**src/rtl/atom_pkg.sv**
```systemverilog
package atom_pkg;

    typedef enum logic [1:0] {
        K_FETCH = 2'd0,
        K_SWAP  = 2'd1,
        K_CAS   = 2'd2,
        K_CASP  = 2'd3
    } kind_e;

    typedef enum logic [2:0] {
        F_ADD  = 3'd0,
        F_CLR  = 3'd1,
        F_EOR  = 3'd2,
        F_SET  = 3'd3,
        F_SMAX = 3'd4,
        F_SMIN = 3'd5,
        F_UMAX = 3'd6,
        F_UMIN = 3'd7
    } fop_e;

    typedef enum logic [2:0] {
        P_IDLE   = 3'd0,
        P_RD_LO  = 3'd1,
        P_GET_LO = 3'd2,
        P_GET_HI = 3'd3,
        P_EVAL   = 3'd4,
        P_WR_LO  = 3'd5,
        P_WR_HI  = 3'd6,
        P_DONE   = 3'd7
    } phase_e;

endpackage

```
**src/rtl/atom_alu.sv**
```systemverilog
module atom_alu
    import atom_pkg::*;
#(
    parameter int DATA_W = 32
) (
    input  logic [1:0]        kind,
    input  logic [2:0]        fop,
    input  logic [1:0]        size,
    input  logic [DATA_W-1:0] old_lo,
    input  logic [DATA_W-1:0] old_hi,
    input  logic [DATA_W-1:0] opa,
    input  logic [DATA_W-1:0] opb,
    input  logic [DATA_W-1:0] opa_hi,
    input  logic [DATA_W-1:0] opb_hi,
    output logic [DATA_W-1:0] wr_lo,
    output logic [DATA_W-1:0] wr_hi,
    output logic              do_write,
    output logic [DATA_W-1:0] ret_lo
);

    localparam int LANE_MIN = 8;

    function automatic logic [DATA_W-1:0] lane_mask(input logic [1:0] sz);
        logic [DATA_W-1:0] m;
        int                bits;
        bits = LANE_MIN << sz;
        m    = '0;
        for (int i = 0; i < DATA_W; i++) begin
            if (i < bits) m[i] = 1'b1;
        end
        return m;
    endfunction

    logic [1:0]        eff_size;
    logic [DATA_W-1:0] mask;
    logic [DATA_W-1:0] topbit;
    logic [DATA_W-1:0] a;
    logic [DATA_W-1:0] b;
    logic [DATA_W-1:0] nv;
    logic              a_neg;
    logic              b_neg;
    logic              lt_u;
    logic              lt_s;
    logic [DATA_W-1:0] res;
    logic [DATA_W-1:0] lane_new;
    logic              match_lo;
    logic              match_hi;

    always_comb begin
        eff_size = (kind_e'(kind) == K_CASP) ? 2'd3 : size;
        mask     = lane_mask(eff_size);
        topbit   = mask & ~(mask >> 1);
        a        = old_lo & mask;
        b        = opa & mask;
        nv       = opb & mask;
        a_neg    = |(a & topbit);
        b_neg    = |(b & topbit);
        lt_u     = a < b;
        lt_s     = (a_neg != b_neg) ? a_neg : lt_u;

        case (fop_e'(fop))
            F_ADD:   res = a + b;
            F_CLR:   res = a & ~b;
            F_EOR:   res = a ^ b;
            F_SET:   res = a | b;
            F_SMAX:  res = lt_s ? b : a;
            F_SMIN:  res = lt_s ? a : b;
            F_UMAX:  res = lt_u ? b : a;
            F_UMIN:  res = lt_u ? a : b;
            default: res = a;
        endcase

        match_lo = (a == b);
        match_hi = (old_hi == opa_hi);

        case (kind_e'(kind))
            K_FETCH: begin lane_new = res; do_write = 1'b1;                 end
            K_SWAP:  begin lane_new = nv;  do_write = 1'b1;                 end
            K_CAS:   begin lane_new = nv;  do_write = match_lo;             end
            K_CASP:  begin lane_new = nv;  do_write = match_lo && match_hi; end
            default: begin lane_new = a;   do_write = 1'b0;                 end
        endcase

        wr_lo  = (old_lo & ~mask) | (lane_new & mask);
        wr_hi  = opb_hi;
        ret_lo = a;
    end

endmodule

```
**src/rtl/atom_arb.sv**
```systemverilog
module atom_arb #(
    parameter int ADDR_W = 6,
    parameter int DATA_W = 32
) (
    input  logic              clk,
    input  logic              rst_n,
    input  logic              own_en,
    input  logic              own_we,
    input  logic [ADDR_W-1:0] own_addr,
    input  logic [DATA_W-1:0] own_wdata,
    input  logic              lock,
    input  logic              pend,
    input  logic              ext_valid,
    output logic              ext_ready,
    input  logic              ext_we,
    input  logic [ADDR_W-1:0] ext_addr,
    input  logic [DATA_W-1:0] ext_wdata,
    output logic [DATA_W-1:0] ext_rdata,
    output logic              ext_rvalid,
    output logic              mem_en,
    output logic              mem_we,
    output logic [ADDR_W-1:0] mem_addr,
    output logic [DATA_W-1:0] mem_wdata,
    input  logic [DATA_W-1:0] mem_rdata
);

    logic ext_go;
    logic rv_d;
    logic rv_q;

    always_comb begin
        ext_ready = !lock && !pend && !own_en;
        ext_go    = ext_valid && ext_ready;
        if (own_en) begin
            mem_en    = 1'b1;
            mem_we    = own_we;
            mem_addr  = own_addr;
            mem_wdata = own_wdata;
        end else begin
            mem_en    = ext_go;
            mem_we    = ext_go && ext_we;
            mem_addr  = ext_addr;
            mem_wdata = ext_wdata;
        end
        rv_d      = ext_go && !ext_we;
        ext_rdata = mem_rdata;
    end

    always_ff @(posedge clk) begin
        if (!rst_n) rv_q <= 1'b0;
        else        rv_q <= rv_d;
    end

    assign ext_rvalid = rv_q;

endmodule

```
**src/rtl/atom_rmw_unit.sv**
```systemverilog
module atom_rmw_unit
    import atom_pkg::*;
#(
    parameter int ADDR_W = 6,
    parameter int DATA_W = 32
) (
    input  logic              clk,
    input  logic              rst_n,
    input  logic              req_valid,
    output logic              req_ready,
    input  logic [1:0]        req_kind,
    input  logic [2:0]        req_fop,
    input  logic              req_nort,
    input  logic [1:0]        req_size,
    input  logic [ADDR_W-1:0] req_addr,
    input  logic [DATA_W-1:0] req_opa,
    input  logic [DATA_W-1:0] req_opb,
    input  logic [DATA_W-1:0] req_opa_hi,
    input  logic [DATA_W-1:0] req_opb_hi,
    output logic              rsp_valid,
    output logic [DATA_W-1:0] rsp_data,
    output logic [DATA_W-1:0] rsp_data_hi,
    input  logic              ext_valid,
    output logic              ext_ready,
    input  logic              ext_we,
    input  logic [ADDR_W-1:0] ext_addr,
    input  logic [DATA_W-1:0] ext_wdata,
    output logic [DATA_W-1:0] ext_rdata,
    output logic              ext_rvalid,
    output logic              mem_en,
    output logic              mem_we,
    output logic [ADDR_W-1:0] mem_addr,
    output logic [DATA_W-1:0] mem_wdata,
    input  logic [DATA_W-1:0] mem_rdata,
    output logic              mem_lock
);

    localparam int HI_OFS = 1;

    typedef struct packed {
        phase_e            ph;
        kind_e             kind;
        fop_e              fop;
        logic              nort;
        logic [1:0]        size;
        logic [ADDR_W-1:0] addr;
        logic [DATA_W-1:0] opa;
        logic [DATA_W-1:0] opb;
        logic [DATA_W-1:0] opa_hi;
        logic [DATA_W-1:0] opb_hi;
        logic [DATA_W-1:0] old_lo;
        logic [DATA_W-1:0] old_hi;
        logic [DATA_W-1:0] wlo;
        logic [DATA_W-1:0] whi;
    } state_t;

    state_t st_d;
    state_t st_q;

    logic              own_en;
    logic              own_we;
    logic [ADDR_W-1:0] own_addr;
    logic [DATA_W-1:0] own_wdata;
    logic [ADDR_W-1:0] addr_hi;
    logic              lock;
    logic              pend;
    logic [DATA_W-1:0] alu_wlo;
    logic [DATA_W-1:0] alu_whi;
    logic              alu_wr;
    logic [DATA_W-1:0] alu_ret;

    atom_alu #(.DATA_W(DATA_W)) u_alu (
        .kind     (st_q.kind),
        .fop      (st_q.fop),
        .size     (st_q.size),
        .old_lo   (st_q.old_lo),
        .old_hi   (st_q.old_hi),
        .opa      (st_q.opa),
        .opb      (st_q.opb),
        .opa_hi   (st_q.opa_hi),
        .opb_hi   (st_q.opb_hi),
        .wr_lo    (alu_wlo),
        .wr_hi    (alu_whi),
        .do_write (alu_wr),
        .ret_lo   (alu_ret)
    );

    always_comb begin
        st_d      = st_q;
        own_en    = 1'b0;
        own_we    = 1'b0;
        addr_hi   = st_q.addr + ADDR_W'(HI_OFS);
        own_addr  = st_q.addr;
        own_wdata = st_q.wlo;

        case (st_q.ph)
            P_IDLE: begin
                if (req_valid) begin
                    st_d.ph     = P_RD_LO;
                    st_d.kind   = kind_e'(req_kind);
                    st_d.fop    = fop_e'(req_fop);
                    st_d.nort   = req_nort;
                    st_d.size   = req_size;
                    st_d.opa    = req_opa;
                    st_d.opb    = req_opb;
                    st_d.opa_hi = req_opa_hi;
                    st_d.opb_hi = req_opb_hi;
                    if (kind_e'(req_kind) == K_CASP)
                        st_d.addr = {req_addr[ADDR_W-1:1], 1'b0};
                    else
                        st_d.addr = req_addr;
                end
            end
            P_RD_LO: begin
                own_en  = 1'b1;
                st_d.ph = P_GET_LO;
            end
            P_GET_LO: begin
                st_d.old_lo = mem_rdata;
                if (st_q.kind == K_CASP) begin
                    own_en   = 1'b1;
                    own_addr = addr_hi;
                    st_d.ph  = P_GET_HI;
                end else begin
                    st_d.ph  = P_EVAL;
                end
            end
            P_GET_HI: begin
                st_d.old_hi = mem_rdata;
                st_d.ph     = P_EVAL;
            end
            P_EVAL: begin
                st_d.wlo = alu_wlo;
                st_d.whi = alu_whi;
                st_d.ph  = alu_wr ? P_WR_LO : P_DONE;
            end
            P_WR_LO: begin
                own_en  = 1'b1;
                own_we  = 1'b1;
                st_d.ph = (st_q.kind == K_CASP) ? P_WR_HI : P_DONE;
            end
            P_WR_HI: begin
                own_en    = 1'b1;
                own_we    = 1'b1;
                own_addr  = addr_hi;
                own_wdata = st_q.whi;
                st_d.ph   = P_DONE;
            end
            P_DONE: begin
                st_d.ph = P_IDLE;
            end
            default: st_d.ph = P_IDLE;
        endcase

        lock      = (st_q.ph != P_IDLE) && (st_q.ph != P_DONE);
        pend      = (st_q.ph == P_IDLE) && req_valid;
        req_ready = (st_q.ph == P_IDLE);
        rsp_valid = (st_q.ph == P_DONE);

        rsp_data    = '0;
        rsp_data_hi = '0;
        if (rsp_valid) begin
            if (!(st_q.kind == K_FETCH && st_q.nort)) rsp_data = alu_ret;
            if (st_q.kind == K_CASP)                  rsp_data_hi = st_q.old_hi;
        end
    end

    always_ff @(posedge clk) begin
        if (!rst_n) begin
            st_q    <= '0;
            st_q.ph <= P_IDLE;
        end else begin
            st_q <= st_d;
        end
    end

    atom_arb #(.ADDR_W(ADDR_W), .DATA_W(DATA_W)) u_arb (
        .clk        (clk),
        .rst_n      (rst_n),
        .own_en     (own_en),
        .own_we     (own_we),
        .own_addr   (own_addr),
        .own_wdata  (own_wdata),
        .lock       (lock),
        .pend       (pend),
        .ext_valid  (ext_valid),
        .ext_ready  (ext_ready),
        .ext_we     (ext_we),
        .ext_addr   (ext_addr),
        .ext_wdata  (ext_wdata),
        .ext_rdata  (ext_rdata),
        .ext_rvalid (ext_rvalid),
        .mem_en     (mem_en),
        .mem_we     (mem_we),
        .mem_addr   (mem_addr),
        .mem_wdata  (mem_wdata),
        .mem_rdata  (mem_rdata)
    );

    assign mem_lock = lock;

endmodule

```
**config.mk**
```make
export PLATFORM = sky130hd
export DESIGN_NAME = atom_rmw_unit
export DESIGN_NICKNAME = d
export VERILOG_FILES = /design/src/rtl/atom_pkg.sv /design/src/rtl/atom_alu.sv /design/src/rtl/atom_arb.sv /design/src/rtl/atom_rmw_unit.sv
export SDC_FILE = /design/constraint.sdc
export NUM_CORES = 1
export LEC_CHECK = 0
export BUFFER_PORTS_ARGS = -buffer_cell sky130_fd_sc_hd__buf_2
export CAP_MARGIN = 20
export CORE_MARGIN = 2
export CORE_UTILIZATION = 60
export DETAILED_ROUTE_END_ITERATION = 10
export GPL_TIMING_DRIVEN = 0
export PLACE_DENSITY = 0.87
export SKIP_CTS_REPAIR_TIMING = 1
export SYNTH_ARGS = -nofsm -noshare
export SYNTH_HDL_FRONTEND = slang
export SYNTH_SLANG_ARGS = --single-unit
```
**constraint.sdc**
```tcl
create_clock -name clk -period 10.31 [get_ports clk]
set_clock_uncertainty 0.1 [all_clocks]
set_input_delay 0 -clock clk [delete_from_list [all_inputs] [get_ports clk]]
set_output_delay 0 -clock clk [all_outputs]
set_load 0.03 [all_outputs]
```
==> flow_summary.yaml <==
sta:
  finalCriticalPeriod_ns: 7.37
  slew_viol_final: 0
  max_freq_ghz: 0.136
  tns_ns: 0
  fin_ws_ns: 2.94
  setup_viol: 0
  post-route-period-util_pct: 71.5
  rsz0062_at_grt: "no"
  tightestPinTransition_ns: 1.43
  relSlewSlack_pct: 4.89
  finalHoldViolCount: 0
synth:
  ys_seq_area_share_pct: 33.9
  synth_edf_count: 0
  ys_types: 74
  syn_area_per_cell_um2: 7.20
  synthCells: 2248
  synth_warnings: 0
  syn_area_um2: 16200
  synth_fp_nets: 2563
  synthArstFlopShare_pct: 0
  synth_seq_cells: 274
  ys.flop_type: "dfxtp_1"
layout:
  fin_area_um2: 21200
  drive_gt1_share_pct: 16.4
  fin_nets: 3129
  area_growth_pct: 31.1
worst_setup_path:
  cp-endpoint: "st_q[38]"
  reg2reg_slack_ns: 2.94
  arrival_ns: 7.70
  ff2ff_path_depth: 18
  critPathMaxFanout: 10
  worst-setup-path-type: "flop to flop"
  crit_required_ns: 10.64
  end_kind: "flop"
  start_kind: "flop"
  regToRegEndpoint: "st_q[38]"
  crit_start: "st_q[268]"
  r2r_start: "st_q[268]"
detailed_routing:
  drt_wl_total_mm: 78.9
  ant_nets: 0
  drt_iter0_markers: 3373
  vias: 21100
  wire_per_inst_um: 24.8
  avgViaCountPerCell: 6.63
  drcViolationCount: 0
  drt_pass1_iterations: 9
clock_tree:
  clk_pin_slew_ns: 0.07
  clk_latency_ns: 0.59
  cts_tree: "done"
  cts-root-buf: "clkbuf_16"
  cts_made_buffers: 29
  clock_path_buffers: 3
  htree_levels: 1
  clkSinkCount: 274
die:
  start_util_pct: 60.6
  rows: 60
  dieWidth_um: 168
  io_pins: 358
  core_um2: 26700
  die_y_um: 168
  die-area_um2: 28300
place:
  routabilityCongestion: 1.07
  placed_area_um2: 18400
  place_hpwl_mm: 52.2
  pre_cts_slack_ns: 3.32
  numPortBuffers: 356
grt:
  grt_max_degree: 16
  grtUsageTotal_pct: 45.6
  grt_pass1_wl_mm: 99.0
  antenna_found_initial: 2
  overflow: 0
  grt_pass1_vias: 17600
pwr:
  ir_worst_vdd_mv: 0.144
  powerDensity_nw_per_um2: 137
  leakage_nw: 9.56
min_path:
  min_path_type: "input pin to flop"
  hp-start: "req_opa[6]"
flow_run:
  max_cap_violations: 0
outcome:
  outcome: "finished, final reports clean"
[cells by family after synthesis]
| logic type | count (synthesis) | synth area share [%] |
|---|---|---|
| DFF | 274 | 33.9 |
| AOI/OAI and AO/OA | 619 | 22.6 |
| and+or+nand+nor | 876 | 22.9 |
| buffers and inverters | 286 | 7.57 |
| xor gates and xnor gates | 61 | 3.30 |
| adders and majority gates | 98 | 7.62 |
| muxes | 34 | 2.10 |
[final cells by class]
| class | instances | area, um2 |
|---|---|---|
| Clock buffer | 39 | 863 |
| Inverter | 88 | 330 |
| Antenna cell | 1 | 2.50 |
| Multi-Input combinational cell | 1688 | 9480 |
| Fill cell | 1697 | 5500 |
| Timing Repair Buffer | 535 | 3570 |
| Clock inverter | 13 | 165 |
| Buffer | 198 | 896 |
| Sequential cell | 274 | 5490 |
| Tap cell | 341 | 427 |
[worst min-delay path by stage]
stage,depth (start not counted),to,slack [ns]
2_1_floorplan,1,u_arb.ext_rvalid,-0.02
3_3_place_gp,2,u_arb.ext_rvalid,0.12
3_5_place_dp,2,u_arb.ext_rvalid,0.12
4_1_cts,2,u_arb.ext_rvalid,-0.48
5_1_grt,4,st_q[240],0.12
6_report,4,st_q[230],0.1
[cells in the final DEF (no fill, tap or decap), types with 7 or more instances in the layout]
cell / n
dfxtp_1: 274
ha_1: 97
nand2_1: 581
xor2_1: 39
nand3b_1: 7
a31oi_1: 25
clkbuf_16: 29
xnor2_1: 22
a221o_1: 11
buf_4: 34
a211oi_1: 7
nor4_1: 16
buf_2: 364
and3_1: 40
mux2i_1: 34
a211o_1: 9
nor2_1: 132
o211ai_1: 19
inv_1: 86
o221ai_1: 21
nor2b_1: 11
nand2b_1: 13
clkbuf_8: 10
nor3_1: 18
a221oi_1: 21
buf_1: 8
nand3_1: 19
a22oi_1: 9
a21oi_1: 356
and2_1: 9
a21o_1: 10
o21ai_0: 76
o21bai_1: 9
clkbuf_1: 146
dlygate4sd3_1: 179
[per-layer routing]
layer | up-vias | part of all wire (%) | track usage [%]
met2 | 2157 | 42 | 74.2
met1 | 9429 | 32 | 54.5
met3 | 743 | 14 | 9.31
met5 | - | 0.016 | 0
li1 | 8745 | - | -
met4 | 2 | 11 | 30.4
[worst max-delay path: stages, from the launching register on]
cell	delay, ns
dfxtp_1	0.32
clkbuf_1	0.34
a21o_1	0.17
clkbuf_1	0.40
clkbuf_1	0.63
buf_1	0.41
clkbuf_1	0.53
nand2_1	0.28
ha_1	0.35
buf_2	0.16
nor4_1	0.55
nand3_1	0.22
nor4_1	0.77
o311ai_1	0.35
a31oi_2	0.44
nor3_4	0.11
buf_2	0.25
a221oi_1	0.68
nor4_1	0.14
[sequential cells by signal, indices dropped and copies added (netlist names)]
register / count
st_q: 273
u_arb.ext_rvalid: 1
[cell usage after synthesis, types with 11 or more instances]
cell type  instances  area [um2]
mux2i_1           34         340
nand2_1          581        2180
xor2_1            39         342
buf_4             34         255
and3_1            40         250
a31oi_1           25         156
o211ai_1          19         143
nand3_1           19        95.1
inv_1             86         323
o21ai_0           76         380
clkbuf_1         146         548
nor4_1            16         100
a21oi_1          356        1780
nor2_1           132         495
nand2b_1          13        81.3
nor2b_1           11        68.8
a221o_1           11         110
ha_1              97        1210
dfxtp_1          274        5490
o221ai_1          21         184
nor3_1            18        90.1
xnor2_1           22         193
a221oi_1          21         184
[per-stage QoR]
step	power, mW	std cells	utilization, %	hold WS, ns
final	2.90	3177	79.4	0.0982
after global routing	2.96	3176	79.4	0.121
after CTS	2.78	2997	72.7	-0.476
after detailed placement	1.67	2945	68.8	0.118
after global placement	1.66	2945	68.8	0.116
after floorplan	1.46	2248	-	-0.0220
[power by group]
group          total [mW]  switching [mW]  internal [mW]
combinational       0.616           0.408          0.208
sequential           1.15          0.0430           1.10
clock                1.14           0.478          0.662
total                2.90           0.929           1.97
Power figures use the tool's default switching activity.
